[config.mk]
export PLATFORM = sky130hd
export DESIGN_NAME = flash_cmd_ctrl
export DESIGN_NICKNAME = d
export VERILOG_FILES = /design/src/rtl/flash_cmd_pkg.sv /design/src/rtl/fcc_timer.sv /design/src/rtl/fcc_array.sv /design/src/rtl/fcc_rdmux.sv /design/src/rtl/flash_cmd_ctrl.sv
export SDC_FILE = /design/constraint.sdc
export NUM_CORES = 2
export LEC_CHECK = 0
export BUFFER_PORTS_ARGS = -buffer_cell sky130_fd_sc_hd__buf_4
export CAP_MARGIN = 0
export CORE_MARGIN = 8
export CORE_UTILIZATION = 40
export DETAILED_ROUTE_END_ITERATION = 6
export GPL_TIMING_DRIVEN = 0
export PLACE_DENSITY_LB_ADDON = 0.3
export SETUP_SLACK_MARGIN = 0.5
export SYNTH_ARGS = -nofsm -noshare
export SYNTH_HDL_FRONTEND = slang
export SYNTH_SLANG_ARGS = --single-unit
[constraint.sdc]
create_clock -name clk -period 2 [get_ports clk]
set_input_delay 0.1 -clock clk [delete_from_list [all_inputs] [get_ports clk]]
set_output_delay 0.1 -clock clk [all_outputs]
set_load 0.03 [all_outputs]
[src/rtl/flash_cmd_pkg.sv]
`timescale 1ns/1ps
package flash_cmd_pkg;
    typedef enum logic [2:0] {
        ST_READY, ST_PGM_SETUP, ST_ERS_SETUP, ST_LCK_SETUP,
        ST_PGM_RUN, ST_PGM_SUSP, ST_ERS_RUN
    } fsm_t;

    typedef enum logic [1:0] {RM_ARRAY, RM_STATUS, RM_IDENT, RM_QUERY} rmode_t;

    localparam logic [7:0] OP_PGM     = 8'h40;
    localparam logic [7:0] OP_ERS     = 8'h20;
    localparam logic [7:0] OP_LOCK    = 8'h60;
    localparam logic [7:0] OP_CLR     = 8'h50;
    localparam logic [7:0] OP_STAT    = 8'h70;
    localparam logic [7:0] OP_IDENT   = 8'h90;
    localparam logic [7:0] OP_QUERY   = 8'h98;
    localparam logic [7:0] OP_READ    = 8'hFF;
    localparam logic [7:0] OP_SUSP    = 8'hB0;
    localparam logic [7:0] OP_CONFIRM = 8'hD0;
    localparam logic [7:0] OP_LOCKSET = 8'h01;
endpackage

[src/rtl/fcc_timer.sv]
`timescale 1ns/1ps
module fcc_timer #(
    parameter int CYCLES = 8
) (
    input  logic clk,
    input  logic rst_n,
    input  logic load,
    input  logic run,
    output logic done
);
    localparam int CW = $clog2(CYCLES + 1);

    logic [CW-1:0] cnt_q;

    always_ff @(posedge clk or negedge rst_n) begin
        if (!rst_n)
            cnt_q <= '0;
        else if (load)
            cnt_q <= CW'(CYCLES);
        else if (run && cnt_q != '0)
            cnt_q <= cnt_q - 1'b1;
    end

    assign done = run && (cnt_q == CW'(1));
endmodule

[src/rtl/fcc_array.sv]
`timescale 1ns/1ps
module fcc_array #(
    parameter int ADDR_W = 6,
    parameter int DATA_W = 16,
    parameter int SECT_W = 2
) (
    input  logic              clk,
    input  logic              rst_n,
    input  logic              pgm_en,
    input  logic [ADDR_W-1:0] pgm_addr,
    input  logic [DATA_W-1:0] pgm_data,
    input  logic              ers_en,
    input  logic [SECT_W-1:0] ers_sect,
    input  logic [ADDR_W-1:0] rd_addr,
    output logic [DATA_W-1:0] rd_word
);
    localparam int WORDS = 1 << ADDR_W;

    logic [DATA_W-1:0] words [WORDS];

    for (genvar w = 0; w < WORDS; w++) begin : g_word
        localparam logic [ADDR_W-1:0] WA = ADDR_W'(w);
        logic [DATA_W-1:0] word_q;
        always_ff @(posedge clk or negedge rst_n) begin
            if (!rst_n)
                word_q <= '1;
            else if (ers_en && WA[ADDR_W-1 -: SECT_W] == ers_sect)
                word_q <= '1;
            else if (pgm_en && pgm_addr == WA)
                word_q <= word_q & pgm_data;
        end
        assign words[w] = word_q;
    end

    assign rd_word = words[rd_addr];
endmodule

[src/rtl/fcc_rdmux.sv]
`timescale 1ns/1ps
module fcc_rdmux
    import flash_cmd_pkg::*;
#(
    parameter int                ADDR_W = 6,
    parameter int                DATA_W = 16,
    parameter logic [DATA_W-1:0] MFR_ID = 16'h0042,
    parameter logic [DATA_W-1:0] DEV_ID = 16'h0A17
) (
    input  rmode_t            mode,
    input  logic [DATA_W-1:0] arr_word,
    input  logic [7:0]        stat,
    input  logic              sect_lock,
    input  logic [ADDR_W-1:0] rd_addr,
    output logic [DATA_W-1:0] rd_data
);
    always_comb begin
        rd_data = '0;
        unique case (mode)
            RM_ARRAY:  rd_data = arr_word;
            RM_STATUS: rd_data[7:0] = stat;
            RM_IDENT: begin
                case (rd_addr[1:0])
                    2'd0:    rd_data = MFR_ID;
                    2'd1:    rd_data = DEV_ID;
                    2'd2:    rd_data[0] = sect_lock;
                    default: rd_data = '0;
                endcase
            end
            RM_QUERY: begin
                if (rd_addr == ADDR_W'(16))      rd_data[7:0] = 8'h51;
                else if (rd_addr == ADDR_W'(17)) rd_data[7:0] = 8'h52;
                else if (rd_addr == ADDR_W'(18)) rd_data[7:0] = 8'h59;
            end
            default: rd_data = '0;
        endcase
    end
endmodule

[src/rtl/flash_cmd_ctrl.sv]
`timescale 1ns/1ps
module flash_cmd_ctrl
    import flash_cmd_pkg::*;
#(
    parameter int                ADDR_W       = 6,
    parameter int                DATA_W       = 16,
    parameter int                SECT_W       = 2,
    parameter int                PROG_CYCLES  = 8,
    parameter int                ERASE_CYCLES = 12,
    parameter logic [DATA_W-1:0] MFR_ID       = 16'h0042,
    parameter logic [DATA_W-1:0] DEV_ID       = 16'h0A17
) (
    input  logic              clk,
    input  logic              rst_n,
    input  logic              wr_en,
    input  logic [ADDR_W-1:0] wr_addr,
    input  logic [DATA_W-1:0] wr_data,
    input  logic [ADDR_W-1:0] rd_addr,
    output logic [DATA_W-1:0] rd_data,
    output logic              ready
);
    localparam int NSECT = 1 << SECT_W;

    fsm_t              st_q, st_d;
    rmode_t            mode_q, mode_d;
    logic              held_q, held_d;
    logic              ers_err_q, ers_err_d, pgm_err_q, pgm_err_d, lck_err_q, lck_err_d;
    logic [NSECT-1:0]  lock_q, lock_d;
    logic [ADDR_W-1:0] paddr_q, paddr_d;
    logic [DATA_W-1:0] pdata_q, pdata_d;
    logic [SECT_W-1:0] esect_q, esect_d;
    logic              pgm_ld, ers_ld, pgm_fire, ers_fire, pgm_done, ers_done;
    logic [7:0]        cmd, stat;
    logic [SECT_W-1:0] wsect;
    logic [DATA_W-1:0] arr_word;

    assign cmd   = wr_data[7:0];
    assign wsect = wr_addr[ADDR_W-1 -: SECT_W];

    // next-state and strobe logic
    always_comb begin
        st_d = st_q;  mode_d = mode_q;  held_d = held_q;
        ers_err_d = ers_err_q;  pgm_err_d = pgm_err_q;  lck_err_d = lck_err_q;
        lock_d = lock_q;  paddr_d = paddr_q;  pdata_d = pdata_q;  esect_d = esect_q;
        pgm_ld = 1'b0;  ers_ld = 1'b0;  pgm_fire = 1'b0;  ers_fire = 1'b0;
        unique case (st_q)
            ST_READY: if (wr_en) begin
                if (held_q) begin
                    unique case (cmd)
                        OP_STAT:    mode_d = RM_STATUS;
                        OP_IDENT:   mode_d = RM_IDENT;
                        OP_QUERY:   mode_d = RM_QUERY;
                        OP_READ:    mode_d = RM_ARRAY;
                        OP_PGM:     st_d = ST_PGM_SETUP;
                        OP_LOCK:    st_d = ST_LCK_SETUP;
                        OP_CONFIRM: begin st_d = ST_ERS_RUN; held_d = 1'b0; mode_d = RM_STATUS; end
                        default: ;
                    endcase
                end else begin
                    unique case (cmd)
                        OP_STAT:  mode_d = RM_STATUS;
                        OP_IDENT: mode_d = RM_IDENT;
                        OP_QUERY: mode_d = RM_QUERY;
                        OP_READ:  mode_d = RM_ARRAY;
                        OP_CLR:   begin ers_err_d = 1'b0; pgm_err_d = 1'b0; lck_err_d = 1'b0; end
                        OP_PGM:   st_d = ST_PGM_SETUP;
                        OP_ERS:   st_d = ST_ERS_SETUP;
                        OP_LOCK:  st_d = ST_LCK_SETUP;
                        default: ;
                    endcase
                end
            end
            ST_PGM_SETUP: if (wr_en) begin
                mode_d = RM_STATUS;
                if (lock_q[wsect]) begin
                    lck_err_d = 1'b1;  st_d = ST_READY;
                end else begin
                    paddr_d = wr_addr;  pdata_d = wr_data;  pgm_ld = 1'b1;  st_d = ST_PGM_RUN;
                end
            end
            ST_ERS_SETUP: if (wr_en) begin
                mode_d = RM_STATUS;  st_d = ST_READY;
                if (cmd != OP_CONFIRM) begin
                    ers_err_d = 1'b1;  pgm_err_d = 1'b1;
                end else if (lock_q[wsect]) begin
                    lck_err_d = 1'b1;
                end else begin
                    esect_d = wsect;  ers_ld = 1'b1;  st_d = ST_ERS_RUN;
                end
            end
            ST_LCK_SETUP: if (wr_en) begin
                st_d = ST_READY;
                if (cmd == OP_LOCKSET)      lock_d[wsect] = 1'b1;
                else if (cmd == OP_CONFIRM) lock_d[wsect] = 1'b0;
                else begin
                    ers_err_d = 1'b1;  pgm_err_d = 1'b1;  mode_d = RM_STATUS;
                end
            end
            ST_PGM_RUN: begin
                if (pgm_done) begin
                    pgm_fire = 1'b1;  st_d = ST_READY;
                end else if (wr_en && cmd == OP_STAT) begin
                    mode_d = RM_STATUS;
                end else if (wr_en && cmd == OP_SUSP) begin
                    mode_d = RM_STATUS;  st_d = ST_PGM_SUSP;
                end
            end
            ST_PGM_SUSP: if (wr_en) begin
                unique case (cmd)
                    OP_STAT:    mode_d = RM_STATUS;
                    OP_IDENT:   mode_d = RM_IDENT;
                    OP_QUERY:   mode_d = RM_QUERY;
                    OP_READ:    mode_d = RM_ARRAY;
                    OP_CONFIRM: begin mode_d = RM_STATUS; st_d = ST_PGM_RUN; end
                    default: ;
                endcase
            end
            ST_ERS_RUN: begin
                if (ers_done) begin
                    ers_fire = 1'b1;  st_d = ST_READY;
                end else if (wr_en && cmd == OP_STAT) begin
                    mode_d = RM_STATUS;
                end else if (wr_en && cmd == OP_SUSP) begin
                    mode_d = RM_STATUS;  held_d = 1'b1;  st_d = ST_READY;
                end
            end
            default: st_d = ST_READY;
        endcase
    end

    // state register
    always_ff @(posedge clk or negedge rst_n) begin
        if (!rst_n) begin
            st_q <= ST_READY;  mode_q <= RM_ARRAY;  held_q <= 1'b0;
            ers_err_q <= 1'b0;  pgm_err_q <= 1'b0;  lck_err_q <= 1'b0;
            lock_q <= '0;  paddr_q <= '0;  pdata_q <= '0;  esect_q <= '0;
        end else begin
            st_q <= st_d;  mode_q <= mode_d;  held_q <= held_d;
            ers_err_q <= ers_err_d;  pgm_err_q <= pgm_err_d;  lck_err_q <= lck_err_d;
            lock_q <= lock_d;  paddr_q <= paddr_d;  pdata_q <= pdata_d;  esect_q <= esect_d;
        end
    end

    // outputs
    always_comb begin
        ready = !(st_q == ST_PGM_RUN || st_q == ST_ERS_RUN);
        stat  = {ready, held_q, ers_err_q, pgm_err_q, 1'b0,
                 st_q == ST_PGM_SUSP, lck_err_q, 1'b0};
    end

    fcc_timer #(.CYCLES(PROG_CYCLES)) i_pgm_timer (
        .clk(clk), .rst_n(rst_n), .load(pgm_ld), .run(st_q == ST_PGM_RUN), .done(pgm_done));

    fcc_timer #(.CYCLES(ERASE_CYCLES)) i_ers_timer (
        .clk(clk), .rst_n(rst_n), .load(ers_ld), .run(st_q == ST_ERS_RUN), .done(ers_done));

    fcc_array #(.ADDR_W(ADDR_W), .DATA_W(DATA_W), .SECT_W(SECT_W)) i_array (
        .clk(clk), .rst_n(rst_n), .pgm_en(pgm_fire), .pgm_addr(paddr_q), .pgm_data(pdata_q),
        .ers_en(ers_fire), .ers_sect(esect_q), .rd_addr(rd_addr), .rd_word(arr_word));

    fcc_rdmux #(.ADDR_W(ADDR_W), .DATA_W(DATA_W), .MFR_ID(MFR_ID), .DEV_ID(DEV_ID)) i_rdmux (
        .mode(mode_q), .arr_word(arr_word), .stat(stat),
        .sect_lock(lock_q[rd_addr[ADDR_W-1 -: SECT_W]]), .rd_addr(rd_addr), .rd_data(rd_data));
endmodule

Word level (Yosys, flattened, before mapping)
Cells that the tools add are included.
Storage, ports and cells
  flip-flop bits (word level): 1068
  input port bits: 31
  output and inout bits: 17
  logic and storage cells: 648
Cells by class
  $add $sub $neg: 2
  magnitude comparators: 4
  equal/unequal tests: 118
  multiplexer cells: 214
  bitwise operators: 70
  reduce and logical (&&, ||, !) cells: 165
Operators with widths (number)
  two-way mux 16 bit: 130
  AND 16 bit: 64
  == test 6 bit (second input constant): 32
  nonzero test 2 bit: 68
  == test 6 x 5 -> 1 bit (second input constant): 19
  binary-select mux 16 bit (select 6 bit): 1
  logical AND 1 bit: 75
  == test 6 x 4 -> 1 bit (second input constant): 8
  two-way mux 3 bit: 16
  == test 8 bit (second input constant): 5
  == test 8 x 7 -> 1 bit (second input constant): 4
  case mux 8 bit (4 select lines): 1
  two-way mux 1 bit: 31
  inequality test 2 bit (second input constant): 15
  == test 6 x 3 -> 1 bit (second input constant): 4
  two-way mux 4 bit: 6
  two-way mux 2 bit: 11
  case mux 11 bit (2 select lines): 1
  case mux 3 bit (7 select lines): 1
  case mux 3 bit (3 select lines): 2
  two-way mux 8 bit: 2
  case mux 2 bit (4 select lines): 2
  case mux 8 bit (2 select lines): 1
  == test 6 x 2 -> 1 bit (second input constant): 2
  48 further kinds: 72

Longest topological paths before layout
  depth in word-level cells: 8
  depth in mapped cells: 12

Modules after synthesis
A second synthesis with hierarchy kept.
Second synthesis, totals
  cells, all modules: 4346
  area total of the unflattened synthesis: 48606.6 µm²
By module, submodules not included
  fcc_array: times used 1, cells an instance 4048, area each 45611.2 µm², seq. area each 26905.8 µm²
  flash_cmd_ctrl: times used 1, cells an instance 197, area each 2112.0 µm², seq. area each 900.9 µm²
  fcc_rdmux: times used 1, cells an instance 56, area each 405.4 µm², seq. area each 0.0 µm²
  fcc_timer (i_pgm_timer): times used 1, cells an instance 24, area each 247.7 µm², seq. area each 100.1 µm²
  fcc_timer (i_ers_timer): times used 1, cells an instance 21, area each 230.2 µm², seq. area each 100.1 µm²

Worst setup path after synthesis
No wires, ideal clock.
  kind: input to output
  from: input rd_addr[0]
  to: output rd_data[0]
  arrival time: 2.262 ns
  required time: 1.900 ns
  path slack: -0.362 ns
  stages on the path: 12
  path buffers: 5
  cell sequence: buf_2 > buf_4 > buf_4 > buf_4 > inv_2 > clkbuf_1 > ha_1 > and3_1 > a22oi_1 > o21ai_1 > a31oi_1 > o211ai_1
Between the ends
  longest elaborated chain between the ends: 5
  elaborated cells on any way between the ends: 14
  classes of those cells: eq/ne (5); mux (8); bitwise (1)
RTL lines
  start: declaration: RTL line flash_cmd_ctrl.sv:18  | input logic [ADDR_W-1:0] rd_addr,
  NOT 6 -> 7 bit (not written as such) / == test 6 x 5 -> 1 bit (equally long branches): RTL line fcc_array.sv:35, fcc_rdmux.sv:33
  binary-select mux 16 bit (select 6 bit) / two-way mux 7 bit (equally long branches): RTL line fcc_array.sv:35, fcc_rdmux.sv:33
  two-way mux 16 bit (not written as such) / two-way mux 8 bit (equally long branches): RTL line fcc_array.sv:35, fcc_rdmux.sv:32
  two-way mux 16 bit (not written as such) / two-way mux 8 bit (equally long branches): RTL line fcc_array.sv:35, fcc_rdmux.sv:31
  case mux 8 bit (4 select lines) *: RTL line fcc_rdmux.sv:19  | unique case (mode)
  end: declaration: RTL line flash_cmd_ctrl.sv:19  | output logic [DATA_W-1:0] rd_data,
Mark *: on every way between the ends. The rest lies on a longest branch, timed or not. The select of a mux whose other input is x is not followed.

Final worst setup path
  from: register i_array.g_word[47].word_q[0]
  to: output rd_data[0]
Between the ends
  longest elaborated chain between the ends: 4
RTL lines
  start: declaration: RTL line fcc_array.sv:23  | logic [DATA_W-1:0] word_q;
  start signal: assignment: RTL line fcc_array.sv:30  | word_q <= word_q & pgm_data;
  binary-select mux 16 bit (select 6 bit): RTL line fcc_array.sv:35  | assign rd_word = words[rd_addr];
  two-way mux 16 bit (not written as such) (2 in a row): RTL line fcc_array.sv:35
  case mux 8 bit (4 select lines): RTL line fcc_rdmux.sv:19
Every way passes these cells. The select of a mux whose other input is x is not followed.

==> results.sh <==
export IMPL_clk_latency_ns=0.79
export IMPL_relSlewSlack_pct=-7.485
export IMPL_critPathLaunchType="register"
export IMPL_yosysSeqAreaShare_pct=58.00
export IMPL_start_util_pct=40.30
export IMPL_tns_ns=-436.93
export IMPL_fmaxAchievable_mhz=306.5
export IMPL_status="finished, violations left"
export IMPL_die_h_um=363.4
export IMPL_async_reset_ff_share_pct=100.0
export IMPL_yosys_warnings=0
export IMPL_synth_ff_type="dfstp_2"
export IMPL_nFillCells=9975
export IMPL_synth_seq_cells=1068
export IMPL_r2r_setup_slack_ns=-0.63
export IMPL_wl_met2_um=99760
export IMPL_cp_arrival_ns=3.16
export IMPL_power_density_nw_per_um2=944.7
export IMPL_pre_cts_slack_ns=-2.020
export IMPL_cts_tree="built"
export IMPL_tightestPinTransition_ns=1.612
export IMPL_synthCells=4378
export IMPL_crit_chain="mux4_2, mux4_2, mux2i_2, o211ai_1, buf_4"
export IMPL_portBuffers=42
export IMPL_hold_worst_slack_ns=-0.2109
export IMPL_period_share_pct=163.1
export IMPL_cts_sinks=1068
export IMPL_post_route_util_pct=54.36
export IMPL_antenna_found_initial=17
export IMPL_drt_iter0_drc=5833
export IMPL_grtUsageTotal_pct=35.71
export IMPL_cts_made_buffers=115
export IMPL_die_w_um=363.4
export IMPL_io_pins=48
export IMPL_layout_nets=4876
export IMPL_wire_per_inst_um=37.14
export IMPL_worst_path_max_fanout=2
export IMPL_synth_top_area_share_pct=55.72
export IMPL_wl_um=243400
export IMPL_core_um2=119800
export IMPL_yosysTopAreaCell="dfstp_2"
export IMPL_fp_row_count=127
export IMPL_hold_viol=135
export IMPL_setup_viol=1063
export IMPL_layoutNonFillerInstCount=6552
export IMPL_cts_root_buf="clkbuf_16"
export IMPL_min_period_ns=3.263
export IMPL_areaGrowthSynthToFinish_pct=34.88
export IMPL_gp_congestion=1.061
export IMPL_leakage_nw=29.44
export IMPL_dr_pass1_iters=6
export IMPL_worst_endpoint_required_ns=1.90
export IMPL_grt_pass1_wl_um=328700
export IMPL_crit_path_max_incr_delay_ns=0.59
export IMPL_rsz0062_at_grt="yes"
export IMPL_synth_edff_count=0
export IMPL_critPathKind="reg2out"
export IMPL_total_power_mw=61.53
export IMPL_ys_top_cells_by_area="dfstp_2 (56%), mux4_2 (13%), nand2_1 (9.4%), o21ai_0 (9.3%), clkbuf_1 (2.5%)"
export IMPL_placed_cells=6041
export IMPL_syn_num_nets=4417
export IMPL_cts_path_max_buffers=3
export IMPL_vias=42160
export IMPL_layout_area_seq_um2=28010
export IMPL_clock_skew_ns=0.05026
export IMPL_syn_area_per_cell_um2=11.03
export IMPL_gr_total_overflow=0
export IMPL_crit_slowest_cell="mux4_2"
export IMPL_fin_area_um2=65130
export IMPL_viasPerCell=6.435
export IMPL_grt_pass1_vias=40170
export IMPL_layout_drive_gt1_share_pct=58.46
export IMPL_drt_met1_wl_um=88700
export IMPL_crit_top_cell="mux4_2"
export IMPL_drc=0
export IMPL_cts_htree_levels=3
export IMPL_top_layer="met5"
export IMPL_route_met3_wl_um=33490
export IMPL_multi_input_area_um2=22730
export IMPL_hpwlAfterDp_um=160800
export IMPL_min_path_type="in2async"
export IMPL_ant_nets=0
export IMPL_clk_pin_slew_worst_paths_ns=0.06
export IMPL_vdd_drop_max_mv=0.8382
export IMPL_grt_max_degree=172
export IMPL_maxCapViolCount=4
export IMPL_maxSlewViolCount=44
export IMPL_placed_cell_area_um2=51810
export IMPL_synthDistinctLibCells=71
export IMPL_endpoint_kind="output pin"
export IMPL_die_area_um2=132100
export IMPL_worst_slack_ns=-1.263
export IMPL_syn_area_um2=48290
export IMPL_violations="negative hold slack, max-capacitance violations, max-slew violations, negative setup slack"
## routing by layer
| metal | up-vias | global-route usage (%) |
|---|---|---|
| met4 | 12 | 25.29 |
| met1 | 21890 | 45.07 |
| met3 | 810 | 15.21 |
| met2 | 3054 | 48.91 |
| met5 | - | 0.6534 |
| li1 | 16390 | - |
## synth_stat cells (all sizes together), types with 4 or more instances
library cell     n
nor4             6
ha               8
nand2b          14
mux4           281
nand2         1212
nand3           29
and3             4
a22o             5
a22oi            8
clkbuf         320
o211ai           6
o22ai           11
dfstp         1024
o21ai         1046
mux2i           23
buf             77
xor2             5
nor3            27
nor2            44
dfrtp           44
nand4           17
or2              6
a31oi           19
inv             21
a21oi           27
and2             4
or3              5
mux2            29
## placed cells by master (no fill, tap or decap), drive strengths merged, types with 4 or more instances in the layout
cell type,count
nor2,44
dfstp,1024
mux2,29
o211ai,6
inv,24
diode,10
bufinv,13
a22o,5
nand2,1212
dlygate4sd3,28
xor2,5
nor3,27
or2,6
nand3,29
and2,4
clkinv,29
dfrtp,44
a21oi,27
o22ai,11
or3,5
a31oi,19
mux4,281
nand4,17
nor4,6
a22oi,8
clkbuf,510
nand2b,14
clkinvlp,6
buf,362
ha,8
o21ai,1046
mux2i,23
and3,4
## where the power goes
| part | internal, mW | total (mW) | switching [mW] |
|---|---|---|---|
| Sequential | 22.0 | 22.4 | 0.380 |
| Combinational | 2.50 | 16.2 | 13.7 |
| Clock | 13.2 | 22.9 | 9.67 |
## worst paths after layout
check	depth (start not counted)	endpoint	from
hold reg to reg	2	i_array.g_word[15].word_q[4]	i_array.g_word[15].word_q[4]
setup / recovery	5	rd_data[0]	i_array.g_word[47].word_q[0]
setup reg to reg	14	i_array.g_word[39].word_q[8]	st_q[0]
hold / removal	2	i_array.g_word[48].word_q[9]	rst_n
max in group asynchronous	6	i_array.g_word[36].word_q[4]	rst_n
min in group clk	4	lck_err_q	wr_addr[5]
## critical path: cells and delay by family (launching register included)
family                 cells  cell delay [ns]
multiplexers               3             1.35
flip-flops                 1             0.37
AO/OA/AOI/OAI              1             0.34
buffers and inverters      1             0.31
## sequential cells by signal, indices dropped and copies added (netlist names), named ones only
register               count
esect_q                    2
held_q                     1
i_array.g_word.word_q   1024
i_ers_timer.cnt_q          4
i_pgm_timer.cnt_q          4
lck_err_q                  1
mode_q                     2
paddr_q                    6
pdata_q                   16
pgm_err_q                  1
st_q                       3
## layout make-up
cell class                      count  area share (%)
Tap cell                         1612           3.097
Timing Repair Buffer              342           6.653
Buffer                            397           6.063
Antenna cell                       10         0.03842
Clock inverter                     49          0.9913
Inverter                           23          0.1460
Clock buffer                      161           5.102
Sequential cell                  1068           43.01
Multi-Input combinational cell   2890           34.90
## logic make-up after synthesis
group,Yosys count,share of synthesized area [%]
AO/OA/AOI/OAI,1158,12.50
XOR/XNOR,7,0.1270
adder cells (fa/ha/maj),8,0.2073
buffers and inverters,420,3.485
flip-flops,1068,58.00
multiplexers,333,14.26
AND/OR/NAND/NOR,1384,11.42
## repair_timing
| action | in CTS | in global routing |
|---|---|---|
| hold endpoints to repair | 90 | 178 |
| buffers inserted | 145 | 50 |
| pin swaps | 178 | 70 |
| gates cloned | 50 | 16 |
| gates resized for setup | 1556 | 585 |
| endpoints found under the setup margin | 1242 | 1852 |
| hold buffers | 29 | 2 |
(Power assumes the default switching activity.)
